===== config.mk =====
export PLATFORM = sky130hd
export DESIGN_NAME = swcfg_spi_port
export DESIGN_NICKNAME = d
export VERILOG_FILES = /design/src/rtl/swcfg_pkg.sv /design/src/rtl/swcfg_spi_sync.sv /design/src/rtl/swcfg_spi_frame.sv /design/src/rtl/swcfg_regfile.sv /design/src/rtl/swcfg_spi_port.sv
export SDC_FILE = /design/constraint.sdc
export NUM_CORES = 1
export LEC_CHECK = 0
export BUFFER_PORTS_ARGS = -buffer_cell sky130_fd_sc_hd__buf_2
export CAP_MARGIN = 15
export CORE_MARGIN = 2
export CORE_UTILIZATION = 69
export CTS_CLUSTER_SIZE = 40
export DETAILED_ROUTE_END_ITERATION = 8
export MAX_ROUTING_LAYER = met4
export PLACE_DENSITY = 0.85
export SLEW_MARGIN = 20
export SYNTH_ARGS = -nofsm -noshare
export SYNTH_HDL_FRONTEND = slang
export SYNTH_SLANG_ARGS = --single-unit

===== constraint.sdc =====
create_clock -name clk -period 7.5 [get_ports clk]
set_clock_uncertainty 0.1 [all_clocks]
set_input_delay 0.375 -clock clk [delete_from_list [all_inputs] [get_ports clk]]
set_output_delay 0.375 -clock clk [all_outputs]
set_load 0.05 [all_outputs]

===== src/rtl/swcfg_pkg.sv =====
package swcfg_pkg;
    localparam logic [7:0] OP_READ   = 8'h03;
    localparam logic [7:0] OP_WRITE  = 8'h02;
    localparam logic [7:0] ID_FAMILY = 8'h95;
    localparam int FRAME_BITS = 24;
    localparam int BYTE_BITS  = 8;
endpackage


===== src/rtl/swcfg_spi_sync.sv =====
module swcfg_spi_sync #(
    parameter int STAGES = 2
) (
    input  logic clk,
    input  logic rst_n,
    input  logic sck_i,
    input  logic cs_n_i,
    input  logic mosi_i,
    output logic sck_rise,
    output logic sck_fall,
    output logic cs_active,
    output logic mosi_s
);
    typedef struct packed {
        logic [STAGES-1:0] sck;
        logic [STAGES-1:0] csn;
        logic [STAGES-1:0] mosi;
        logic              sck_last;
    } sync_t;

    sync_t sync_d, sync_q;

    always_comb begin
        sync_d          = sync_q;
        sync_d.sck      = {sync_q.sck[STAGES-2:0], sck_i};
        sync_d.csn      = {sync_q.csn[STAGES-2:0], cs_n_i};
        sync_d.mosi     = {sync_q.mosi[STAGES-2:0], mosi_i};
        sync_d.sck_last = sync_q.sck[STAGES-1];
    end

    always_ff @(posedge clk or negedge rst_n) begin
        if (!rst_n) begin
            sync_q          <= '0;
            sync_q.csn      <= '1;
        end else begin
            sync_q <= sync_d;
        end
    end

    assign sck_rise  = sync_q.sck[STAGES-1] & ~sync_q.sck_last;
    assign sck_fall  = ~sync_q.sck[STAGES-1] & sync_q.sck_last;
    assign cs_active = ~sync_q.csn[STAGES-1];
    assign mosi_s    = sync_q.mosi[STAGES-1];
endmodule


===== src/rtl/swcfg_spi_frame.sv =====
module swcfg_spi_frame
    import swcfg_pkg::*;
(
    input  logic       clk,
    input  logic       rst_n,
    input  logic       sck_rise,
    input  logic       sck_fall,
    input  logic       cs_active,
    input  logic       mosi_s,
    input  logic [7:0] rd_data,
    output logic       miso,
    output logic       wr_en,
    output logic [7:0] addr,
    output logic [7:0] wdata
);
    localparam int CW = $clog2(FRAME_BITS + 1);
    localparam logic [CW-1:0] CNT_CMD  = CW'(BYTE_BITS - 1);
    localparam logic [CW-1:0] CNT_ADDR = CW'(2 * BYTE_BITS - 1);
    localparam logic [CW-1:0] CNT_DATA = CW'(FRAME_BITS - 1);
    localparam logic [CW-1:0] CNT_DONE = CW'(FRAME_BITS);

    typedef struct packed {
        logic [CW-1:0] cnt;
        logic [7:0]    rx;
        logic [7:0]    cmd;
        logic [7:0]    addr;
        logic [7:0]    tx;
        logic          load;
        logic          miso;
        logic          wr;
        logic [7:0]    wdata;
    } frame_t;

    frame_t fr_d, fr_q;
    logic [7:0] rx_next;

    assign rx_next = {fr_q.rx[6:0], mosi_s};

    always_comb begin
        fr_d      = fr_q;
        fr_d.wr   = 1'b0;
        fr_d.load = 1'b0;
        if (!cs_active) begin
            fr_d.cnt  = '0;
            fr_d.tx   = '0;
            fr_d.miso = 1'b0;
            fr_d.cmd  = '0;
        end else begin
            if (sck_rise && fr_q.cnt != CNT_DONE) begin
                fr_d.rx  = rx_next;
                fr_d.cnt = fr_q.cnt + 1'b1;
                if (fr_q.cnt == CNT_CMD) begin
                    fr_d.cmd = rx_next;
                end
                if (fr_q.cnt == CNT_ADDR) begin
                    fr_d.addr = rx_next;
                    fr_d.load = (fr_q.cmd == OP_READ);
                end
                if (fr_q.cnt == CNT_DATA && fr_q.cmd == OP_WRITE) begin
                    fr_d.wr    = 1'b1;
                    fr_d.wdata = rx_next;
                end
            end
            if (sck_fall) begin
                fr_d.miso = fr_q.tx[7];
                fr_d.tx   = {fr_q.tx[6:0], 1'b0};
            end
            if (fr_q.load) begin
                fr_d.tx = rd_data;
            end
        end
    end

    always_ff @(posedge clk or negedge rst_n) begin
        if (!rst_n) begin
            fr_q <= '0;
        end else begin
            fr_q <= fr_d;
        end
    end

    assign miso  = fr_q.miso;
    assign wr_en = fr_q.wr;
    assign addr  = fr_q.addr;
    assign wdata = fr_q.wdata;
endmodule


===== src/rtl/swcfg_regfile.sv =====
module swcfg_regfile
    import swcfg_pkg::*;
#(
    parameter int NUM_PORTS   = 5,
    parameter int BANK_BASE   = 16,
    parameter int BANK_STRIDE = 16,
    parameter int GCTL_BASE   = 2,
    parameter int GCTL_NUM    = 4,
    parameter int VLAN_REG    = 5,
    parameter int VLAN_BIT    = 7
) (
    input  logic       clk,
    input  logic       rst_n,
    input  logic       wr_en,
    input  logic [7:0] addr,
    input  logic [7:0] wdata,
    output logic [7:0] rdata,
    output logic       start_o,
    output logic       vlan_o
);
    localparam int PW       = (NUM_PORTS > 1) ? $clog2(NUM_PORTS) : 1;
    localparam int OW       = (BANK_STRIDE > 1) ? $clog2(BANK_STRIDE) : 1;
    localparam int GW       = (GCTL_NUM > 1) ? $clog2(GCTL_NUM) : 1;
    localparam int BANK_END = BANK_BASE + NUM_PORTS * BANK_STRIDE;
    localparam int GCTL_END = GCTL_BASE + GCTL_NUM;
    localparam int VIDX     = VLAN_REG - GCTL_BASE;
    localparam int ID_REG   = 0;
    localparam int CTRL_REG = 1;

    typedef struct packed {
        logic                                     start;
        logic [GCTL_NUM-1:0][7:0]                 gctl;
        logic [NUM_PORTS-1:0][BANK_STRIDE-1:0][7:0] bank;
    } regs_t;

    regs_t rg_d, rg_q;

    int            a_int;
    int            rel;
    logic          in_bank;
    logic          in_gctl;
    logic [PW-1:0] pidx;
    logic [OW-1:0] oidx;
    logic [GW-1:0] gidx;

    always_comb begin
        a_int   = int'(addr);
        rel     = a_int - BANK_BASE;
        in_bank = (a_int >= BANK_BASE) && (a_int < BANK_END);
        in_gctl = (a_int >= GCTL_BASE) && (a_int < GCTL_END);
        pidx    = PW'(rel / BANK_STRIDE);
        oidx    = OW'(rel % BANK_STRIDE);
        gidx    = GW'(a_int - GCTL_BASE);
    end

    always_comb begin
        if (a_int == ID_REG) begin
            rdata = ID_FAMILY;
        end else if (a_int == CTRL_REG) begin
            rdata = {7'b0, rg_q.start};
        end else if (in_gctl) begin
            rdata = rg_q.gctl[gidx];
        end else if (in_bank) begin
            rdata = rg_q.bank[pidx][oidx];
        end else begin
            rdata = 8'h00;
        end
    end

    always_comb begin
        rg_d = rg_q;
        if (wr_en) begin
            if (a_int == CTRL_REG) begin
                rg_d.start = wdata[0];
            end else if (in_gctl) begin
                rg_d.gctl[gidx] = wdata;
            end else if (in_bank) begin
                rg_d.bank[pidx][oidx] = wdata;
            end
        end
    end

    always_ff @(posedge clk or negedge rst_n) begin
        if (!rst_n) begin
            rg_q <= '0;
        end else begin
            rg_q <= rg_d;
        end
    end

    assign start_o = rg_q.start;
    assign vlan_o  = rg_q.gctl[VIDX][VLAN_BIT];
endmodule


===== src/rtl/swcfg_spi_port.sv =====
module swcfg_spi_port #(
    parameter int SYNC_STAGES = 2,
    parameter int NUM_PORTS   = 5,
    parameter int BANK_BASE   = 16,
    parameter int BANK_STRIDE = 16
) (
    input  logic clk,
    input  logic rst_n,
    input  logic spi_sck,
    input  logic spi_cs_n,
    input  logic spi_mosi,
    output logic spi_miso,
    output logic switch_start,
    output logic vlan_enable
);
    logic       sck_rise;
    logic       sck_fall;
    logic       cs_active;
    logic       mosi_s;
    logic       reg_wr;
    logic [7:0] reg_addr;
    logic [7:0] reg_wdata;
    logic [7:0] reg_rdata;

    swcfg_spi_sync #(.STAGES(SYNC_STAGES)) sync_i (
        .clk       (clk),
        .rst_n     (rst_n),
        .sck_i     (spi_sck),
        .cs_n_i    (spi_cs_n),
        .mosi_i    (spi_mosi),
        .sck_rise  (sck_rise),
        .sck_fall  (sck_fall),
        .cs_active (cs_active),
        .mosi_s    (mosi_s)
    );

    swcfg_spi_frame frame_i (
        .clk       (clk),
        .rst_n     (rst_n),
        .sck_rise  (sck_rise),
        .sck_fall  (sck_fall),
        .cs_active (cs_active),
        .mosi_s    (mosi_s),
        .rd_data   (reg_rdata),
        .miso      (spi_miso),
        .wr_en     (reg_wr),
        .addr      (reg_addr),
        .wdata     (reg_wdata)
    );

    swcfg_regfile #(
        .NUM_PORTS   (NUM_PORTS),
        .BANK_BASE   (BANK_BASE),
        .BANK_STRIDE (BANK_STRIDE)
    ) regs_i (
        .clk     (clk),
        .rst_n   (rst_n),
        .wr_en   (reg_wr),
        .addr    (reg_addr),
        .wdata   (reg_wdata),
        .rdata   (reg_rdata),
        .start_o (switch_start),
        .vlan_o  (vlan_enable)
    );
endmodule


# --- Word level (Yosys, flattened, before mapping) ---
# Index checks and enable logic that the tools add are counted.
op_classes:
  n_addsub: 4
  mul: 0
  div_mod_pow: 0
  n_lt_le_gt_ge: 10
  n_eq_ne: 7
  shifts: 0
  muxes: 34
  n_bitwise: 8
  n_reduce_logical: 20
op_table:
  columns: ["cell", "count"]
  rows:
  - ["$bwmux 640", 1]
  - ["$bmux 128 s3", 1]
  - ["$demux 128 s3", 1]
  - ["$mux 128", 2]
  - ["$mux 8", 14]
  - ["$bmux 8 s4", 1]
  - ["$bwmux 32", 1]
  - ["$demux 8 s4", 1]
  - ["$logic_not 32->1", 1]
  - ["$mux 29", 1]
  - ["$mux 9", 3]
  - ["$eq 8x2->1 const B", 3]
  - ["$bmux 8 s2", 1]
  - ["$demux 8 s2", 1]
  - ["$reduce_and 3->1", 3]
  - ["$sub 8x5->9 const B", 1]
  - ["$ge 8x2->1 const B", 1]
  - ["$ge 8x5->1 const B", 1]
  - ["$lt 8x3->1 const B", 1]
  - ["$lt 8x7->1 const B", 1]
  - ["$logic_and 1x1->1", 7]
  - ["$reduce_and 2->1", 3]
  - ["$reduce_bool 2->1", 3]
  - ["$add 5x1->5 const B", 1]
  - ["other kinds (19)", 29]
totals:
  register_bits: 728
  latchBits: 0
  ram_bits: 0
  romBits: 0
  in_bits: 5
  out_inout_bits: 3
  word_cells: 181
  n_memories: 0

# --- Longest topological paths before layout ---
# Gate-level depths: netlist (run 1).
logic_depth:
  depth_word: 14
  mapped_depth: 18
  mapped_depth_nobuf: 15

# --- Cells and area by module ---
# From an unflattened synthesis (run 1), not the netlist that was laid out.
hier_totals:
  cells_unflattened: 2852
  area_unflattened_um2: 34446.8
by_module_without_submodules:
  columns: ["module", "instances", "cells_each", "area_per_inst_um2"]
  rows:
  - ["swcfg_regfile", 1, 2651, 32079.5]
  - ["swcfg_spi_frame", 1, 191, 2170.8]
  - ["swcfg_spi_sync", 1, 10, 196.4]

# --- Least setup slack after synthesis (run 1) ---
# Ideal clock, no wire load.
synth_timing:
  kind: "register -> register"
  start: "register frame_i.fr_q (netlist bit frame_i.addr[4])"
  end: "register regs_i.rg_q[632] (netlist name)"
  setup_ns: 0.125
  arrival_time_ns: 3.828
  slack_ns: 3.447
  stages_incl_launch_ff: 16
  path_buffers: 4
  path_cell_list: "dfrtp_1 > clkbuf_1 > inv_1 > ha_1 > nor3b_2 > nand3_2 > inv_2 > ha_1 > clkbuf_1 > or4_1 > a21oi_2 > buf_2 > nand2_2 > buf_4 > nor2_4 > mux2_2"
synth_via:
  elab_chain_cells: 8
  elab_cells_between_ends: 19
  cone_classes: "add/sub: 2; order compare: 6; eq/ne: 1; mux: 3; bitwise: 3; reduce/logical: 4"
synth_lines:
  columns: ["item", "line", "text"]
  rows:
  - ["start, declared", "swcfg_spi_frame.sv:34", "frame_t fr_d, fr_q;"]
  - ["start signal, assigned", "swcfg_spi_frame.sv:78", "fr_q <= fr_d;"]
  - ["$sub 8x5->9", "swcfg_regfile.sv:48", "rel = a_int - BANK_BASE;"]
  - ["$and 1x1->1 (no line)", null, null]
  - ["$add 3x1->3 (no line)", null, null]
  - ["$lt 3x4->1 (implied by the code) or $ge 3x1->1 (tied branches)", "swcfg_regfile.sv:78", "rg_d.bank[pidx][oidx] = wdata;"]
  - ["$logic_and 1x1->1 (implied by the code)", "swcfg_regfile.sv:78", null]
  - ["$mux 128 (implied by the code)", "swcfg_regfile.sv:78", null]
  - ["$demux 128 s3", null, null]
  - ["$bwmux 640", "swcfg_regfile.sv:78", null]
  - ["end signal, assigned", "swcfg_regfile.sv:87", "rg_q <= rg_d;"]
  - ["end, declared", "swcfg_regfile.sv:36", "regs_t rg_d, rg_q;"]
# Parallel ways exist; a longest one is shown, timed or not.
# A chain may end at the register's enable or synchronous reset.

# --- Final worst setup path (run 1) ---
layout_timing:
  start: "register frame_i.fr_q (netlist bit frame_i.addr[4])"
  end: "register frame_i.fr_q[16] (netlist name)"
layout_via:
  elab_chain_cells: 13
  elab_cells_between_ends: 21
  cone_classes: "add/sub: 2; order compare: 4; eq/ne: 1; mux: 10; bitwise: 1; reduce/logical: 3"
layout_lines:
  columns: ["item", "line", "text"]
  rows:
  - ["$sub 8x5->9", "swcfg_regfile.sv:48", null]
  - ["$and 1x1->1 (no line)", null, null]
  - ["$add 3x1->3 (no line)", null, null]
  - ["$bmux 128 s3", "swcfg_regfile.sv:64", "rdata = rg_q.bank[pidx][oidx];"]
  - ["$mux 128 (implied by the code)", "swcfg_regfile.sv:64", null]
  - ["$bmux 8 s4", "swcfg_regfile.sv:64", null]
  - ["$mux 8 (implied by the code)", "swcfg_regfile.sv:64", null]
  - ["$mux 8", "swcfg_regfile.sv:63", "end else if (in_bank) begin"]
  - ["$mux 8", "swcfg_regfile.sv:61", "end else if (in_gctl) begin"]
  - ["$mux 8", "swcfg_regfile.sv:59", "end else if (a_int == CTRL_REG) begin"]
  - ["$mux 8 *", "swcfg_regfile.sv:57", "if (a_int == ID_REG) begin"]
  - ["$mux 8 *", "swcfg_spi_frame.sv:68", "if (fr_q.load) begin"]
  - ["$mux 8 *", "swcfg_spi_frame.sv:43", "if (!cs_active) begin"]
# Every way passes the cells marked *; elsewhere a longest branch is shown, timed or not. The select of a mux whose other input is x is not followed.

==> qor.csv, run 1 <==
metric;value;unit
slew_headroom;0.0846;
slew_viol_final;0;
synth_edf_count;0;
worst_slew_pin_slew;1370;ps
drive_gt1_frac;0.369;
crit_end;frame_i.fr_q[16];
timing.final.crit_share;0.793;
crit_arrival;6350;ps
cts_buffer_depth;3;
synthTopCellsByArea;dfrtp_1, mux2_2, a21oi_1;
port_buffers;7;
tns;0;ps
antenna_found_initial;6;
cpLargestDelayFamily;simple AND/OR/NAND/NOR gates;
yosysUniqueCellTypes;86;
endpoint_kind;flip-flop;
ant_nets;0;
hpwl;62500;um
hold_class;flip-flop to flip-flop;
status;complete, no violations;
ir_worst_vdd;0.198;mV
wl;104000;um
cp.required;7900;ps
cts-root-buf;clkbuf_16;
design.core.area;0.0491;mm2
gr-total-overflow;0;
fp.dieW;227;um
ys_top_cells_by_count;dfrtp_1, mux2_2, nand2_1;
grt_pass1_wl;158000;um
gp_congestion;0.980;
cpPeakStageDelay;1030;ps
std_cell_rows;81;
period_minus_slack;5950;ps
power.density;211;mW/mm2
seq_area_frac_synth;0.529;
wire_per_inst;30.4;um
synth_area;0.0344;mm2
yosysTopAreaCellShare;0.528;
grt_pass1_vias;25300;
hold_viol;0;
synthFlopType;dfrtp_1;
setup_violations;0;
via_per_inst;7.29;
synth_top_area_cell;dfrtp_1;
startpoint;frame_i.addr[4];
worstHoldPathCells;0;
reg2reg_slack;1550;ps
drc;0;
cts.sinks;727;
track_usage;0.427;
ys_warn_count;0;
start_kind;flip-flop;
min_from;sync_i.sync_d[6];
utilization;0.764;
ys_ff_latch;727;
die-area;0.0516;mm2
r2r-end;frame_i.fr_q[16];
drt_iter0_markers;3005;
crit_chain;inv_1 -> ha_1 -> nor3b_2 -> nand3_2 -> inv_2 -> ha_4 -> xnor3_4 -> nand2b_2 -> buf_4 -> a21oi_1 -> a2111oi_0 -> nor4_1 -> and3_1 -> o211a_1;
synth_nets;2766;
synth.most_common_cell;dfrtp_1;
grt_max_degree;160;
reg2regPathDepth;14;
fin_cells;3424;
fin_nets;2706;
cts_resized;0;
numCtsBuffers;75;
area_delta_synth_final;9.02;%
worstPathMaxFanout;64;
die_h;227;um
cap_violations;0;
clk_latency;630;ps
critPathSlowestCell;a2111oi_0;
rsz0062_at_grt;no;
ioPinCount;8;
initial_core_util;0.701;
htree_num_levels;3;
dp.cells;3277;
path_class;flip-flop to flip-flop;
avgSynthCellArea;12.5;um2
via_count;25000;
synthCells;2754;
r2r_start;frame_i.addr[4];
ys_async_sr_fraction;1.00;
leakagePower;17.3;nW
clk_pin_slew;60;ps
cts_tree;built;
first_pass_iters;6;
fmax;168;MHz
worstPathBufferInverterCount;3;
cp.depth;14;
worst reg2reg max path, delay by kind of cell (launching register included):
kind,cells,cell delay [ps]
AOI/OAI and AO/OA,3,1320
xor gates and xnor gates,1,730
adders and majority gates,2,380
buffers and inverters,3,860
DFF,1,520
and+or+nand+nor,5,1930
worst min path at each step:
stage,end,slack (ps)
finish,sync_i.sync_d[0],250
global route,sync_i.sync_d[0],260
CTS,sync_i.sync_d[0],250
detailed placement,sync_i.sync_d[0],240
global placement,sync_i.sync_d[0],240
floorplan,frame_i.addr[0],-20
metrics by stage:
| stage | instance area [um2] | power [mW] | setup WS [ps] | hold slack (ps) |
|---|---|---|---|---|
| global route | 37500 | 8.09 | 1460 | 258 |
| CTS | 37500 | 7.92 | 1790 | 252 |
| floorplan | 34400 | 4.05 | 3450 | -20.6 |
| finish | 37500 | 7.90 | 1550 | 250 |
| detailed placement | 34900 | 4.15 | 1780 | 243 |
| global placement | 34900 | 4.14 | 1680 | 236 |
layer usage:
| layer | GRT usage | vias to the layer above | share of wire |
|---|---|---|---|
| met2 | 0.613 | 1730 | 0.45 |
| met3 | 0.114 | 500 | 0.11 |
| met5 | - | - | 0 |
| met4 | 0.256 | 0 | 0.069 |
| met1 | 0.546 | 12800 | 0.37 |
| li1 | - | 9961 | - |
report_power, final:
part           switching, mW  internal, mW  leakage [nW]  total, mW
Sequential            0.0310          3.94          10.1       3.97
Clock                   1.55          2.27          1.25       3.82
Combinational         0.0862        0.0216          5.94      0.108
flip-flops by register name, summed over array words and instances, names as in the netlist:
name,count
regs_i.vlan_o,1
frame_i.fr_q,29
frame_i.addr,8
frame_i.wdata,8
frame_i.wr_en,1
regs_i.rg_q,671
sync_i.sync_q,2
sync_i.sync_d,4
regs_i.start_o,1
frame_i.miso,1
sync_i.mosi_s,1
placed cells by master, fill, tap and decap left out, types with 21 or more instances in the layout:
master	synthesis	layout
a21oi_1	174	174
mux2i_1	57	57
nor2_2	30	30
a31oi_1	32	32
clkbuf_16	0	79
nand2_1	222	220
o22ai_1	50	50
o21ai_0	30	30
mux4_2	27	27
dfrtp_1	725	716
clkbuf_8	0	21
nor3b_1	22	22
buf_4	10	50
nor2_4	51	51
a22oi_1	23	23
mux2_2	687	687
nand3_1	37	37
nor3_1	39	39
a2111oi_0	26	22
nor2_1	77	77
area by class of cell:
class | instances | area [um2]
fill | 2912 | 11600
timing repair buffer | 69 | 611
antenna | 8 | 20.0
tap | 664 | 831
clock buffer | 116 | 2330
clock inverter | 19 | 208
multi-input combinational | 1807 | 15200
inverter | 14 | 52.6
sequential | 727 | 18200
kinds of logic (layout without fill, tap and decap cells):
family / after synthesis / in the layout / share of synthesized area
DFF: 727 / 727 / 0.529
and+or+nand+nor: 558 / 558 / 0.0872
muxes: 786 / 786 / 0.264
xor gates and xnor gates: 6 / 6 / 0.00237
buffers and inverters: 220 / 218 / 0.0295
AOI/OAI and AO/OA: 450 / 450 / 0.0850
other: 0 / 8 / 0
adders and majority gates: 7 / 7 / 0.00255
timing repair:
action | 4_1_cts | 5_1_grt
setup buffers | 0 | 0
hold buffers | 4 | 0
endpoints found under the hold margin | 123 | 0
Power figures use the tool's default switching activity.
==> inputs of run 2 (changes only) <==
--- a/config.mk
+++ b/config.mk
@@ -8,11 +8,11 @@
 export BUFFER_PORTS_ARGS = -buffer_cell sky130_fd_sc_hd__buf_2
 export CAP_MARGIN = 15
 export CORE_MARGIN = 2
-export CORE_UTILIZATION = 69
+export CORE_UTILIZATION = 64
 export CTS_CLUSTER_SIZE = 40
 export DETAILED_ROUTE_END_ITERATION = 8
 export MAX_ROUTING_LAYER = met4
-export PLACE_DENSITY = 0.85
+export PLACE_DENSITY = 0.8
 export SLEW_MARGIN = 20
 export SYNTH_ARGS = -nofsm -noshare
 export SYNTH_HDL_FRONTEND = slang
==> constraint.sdc (replaced) <==
create_clock -name clk -period 6 [get_ports clk]
set_clock_uncertainty 0.1 [all_clocks]
set_input_delay 0.3 -clock clk [delete_from_list [all_inputs] [get_ports clk]]
set_output_delay 0.3 -clock clk [all_outputs]
set_load 0.05 [all_outputs]
==> run 2 against run 1 <==
Critical endpoint is now frame_i.fr_q[12]. Die area up 7.7%. Worst hold slack worse by 51 ps. Largest cell class unchanged. Power up 26%. Critical path depth unchanged. Flip-flop and latch count unchanged. Routed wire length down 1.7%. Core utilization down 5.2 points. Cell count up 0.73%. Critical path type unchanged. Clock-buffer cell count down 5. Maximum frequency up 7.5%.
==> qor.csv, run 2 (synthesis gave the netlist of run 1 again) <==
metric;value;unit;change
hpwl;62600;um;was 62500 um
cap_violations;0;;unchanged
cts_resized;0;;unchanged
start_kind;flip-flop;;unchanged
wire_per_inst;29.6;um;was 30.4 um
grt_max_degree;175;;was 160
postCtsHoldBufs;4;;unchanged
fp.dieW;236;um;was 227 um
setup_violations;0;;unchanged
design.core.area;0.0529;mm2;was 0.0491 mm2
crit_arrival;5930;ps;was 6350 ps
cp.required;6390;ps;was 7900 ps
worst_slew_pin_slew;1250;ps;was 1370 ps
drt_iter0_markers;2990;;was 3005
endpoint_kind;flip-flop;;unchanged
drive_gt1_frac;0.371;;was 0.369
largestRegisters;regs_i.rg_q (671), frame_i.fr_q (29);;unchanged
regMostFlops;regs_i.rg_q;;unchanged
r2r-end;frame_i.fr_q[12];;was frame_i.fr_q[16]
port_buffers;7;;unchanged
area_delta_synth_final;9.47;%;was 9.02%
tns;0;ps;unchanged
via_per_inst;7.09;;was 7.29
reg2reg_slack;470;ps;was 1550 ps
cts.sinks;727;;unchanged
initial_core_util;0.650;;was 0.701
cts_tree;built;;unchanged
gr-total-overflow;0;;unchanged
power.density;264;mW/mm2;was 211 mW/mm2
track_usage;0.382;;was 0.427
path_class;flip-flop to flip-flop;;unchanged
postCtsSetupRepairBufs;0;;unchanged
dp.cells;3308;;was 3277
cts_buffer_depth;3;;unchanged
cts-root-buf;clkbuf_16;;unchanged
utilization;0.712;;was 0.764
hold_class;primary input to asynchronous set/reset pin;;was flip-flop to flip-flop
antenna_found_initial;0;;was 6
fmax;181;MHz;was 168 MHz
hold_viol;0;;unchanged
ioPinCount;8;;unchanged
status;complete, no violations;;unchanged
reg2regPathDepth;14;;unchanged
grt_pass1_wl;156000;um;was 158000 um
timing.final.crit_share;0.922;;was 0.793
clk_pin_slew;70;ps;was 60 ps
grt.met1_usage;0.520;;was 0.546
drc;0;;unchanged
ant_nets;0;;unchanged
insertedDiodeCount;0;;was 8
grt-busiest-layer;met2;;unchanged
rsz0062_at_grt;no;;unchanged
r2r_start;frame_i.addr[4];;unchanged
std_cell_rows;84;;was 81
ir_worst_vdd;0.232;mV;was 0.198 mV
fillers;3582;;was 2912
clk_latency;630;ps;about the same
largest_reg_flops;671;;unchanged
place_worst_setup_slack;640;ps;was 1780 ps
use_met2;0.555;;was 0.613
post_dp_cell_area;0.0350;mm2;was 0.0349 mm2
wl;102000;um;was 104000 um
grt_use_met3;0.0812;;was 0.114
slew_headroom;0.165;;was 0.0846
leakagePower;17.4;nW;was 17.3 nW
die-area;0.0556;mm2;was 0.0516 mm2
fin_nets;2713;;was 2706
mostFrequentLayoutCells;dfrtp_1, mux2_2, nand2_1, a21oi_1;;was dfrtp_1, mux2_2, nand2_1, a21oi_1, clkbuf_16
htree_num_levels;3;;unchanged
gp_congestion;0.956;;was 0.980
final_common_cell;dfrtp_1;;unchanged
numCtsBuffers;75;;unchanged
fin_cells;3449;;was 3424
grt_pass1_vias;24200;;was 25300
via_count;24500;;was 25000
die_h;236;um;was 227 um
worstPathMaxFanout;57;;was 64
fin_ws;468;ps;was 1550 ps
period_minus_slack;5530;ps;was 5950 ps
slew_viol_final;0;;unchanged
first_pass_iters;8;;was 6
final_cell_area;0.0376;mm2;was 0.0375 mm2
-- run 2: cell count changes in the layout (fill, tap and decap cells not counted), sizes merged --
cell,change
bufinv,+3
diode,-8
clkdlybuf4s18,-1
clkbuf,-5
buf,+8
clkinvlp,+1
clkinv,+3
-- run 2: final cells by class --
class | instances | area [um2] | area share
Sequential cell | 727 | 18200 | 0.484
Multi-Input combinational cell | 1807 | 15200 | 0.405
Clock buffer | 111 | 2220 | 0.0591
Tap cell | 688 | 861 | 0.0229
Timing Repair Buffer | 76 | 736 | 0.0195
Clock inverter | 26 | 324 | 0.00861
Inverter | 14 | 52.6 | 0.00140
-- run 2: worst max-delay path by stage --
stage | startpoint | endpoint | depth (start not counted)
6_report | frame_i.addr[4] | frame_i.fr_q[12] | 14
5_1_grt | frame_i.addr[4] | frame_i.fr_q[12] | 14
4_1_cts | frame_i.addr[4] | frame_i.fr_q[12] | 14
3_5_place_dp | frame_i.addr[4] | frame_i.fr_q[12] | 14
3_3_place_gp | frame_i.addr[4] | frame_i.fr_q[11] | 14
2_1_floorplan | frame_i.addr[4] | regs_i.rg_q[632] | 15
-- run 2: through the flow --
stage                     hold WS (ps)  total power, mW
after floorplan                  -95.6             5.06
after global placement             237             5.18
after detailed placement           242             5.19
after CTS                          216             9.97
after global routing               224             10.2
final                              199             9.94
-- run 2: layer usage --
layer / routed length [um] / share of wire
met1: 40900 / 0.40
met2: 45800 / 0.45
met3: 10000 / 0.098
met4: 5520 / 0.054
met5: 0 / 0
-- run 2: critical path, stage by stage (launching register included) --
cell       delay [ps]
dfrtp_1           520
inv_1             260
ha_1              260
nor3b_2           410
nand3_2           210
inv_2             160
ha_4              150
xnor3_4           580
nand2_4           410
buf_12            380
a21oi_1           130
a2111oi_0         900
o21ai_0           250
nor3_1            430
o41ai_1           160
-- run 2: where the power goes --
group          switching, mW  leakage [nW]  internal [mW]
sequential            0.0388          10.1           4.93
clock                   1.96          1.25           2.87
combinational          0.108          6.01         0.0276
total                   2.11          17.4           7.83
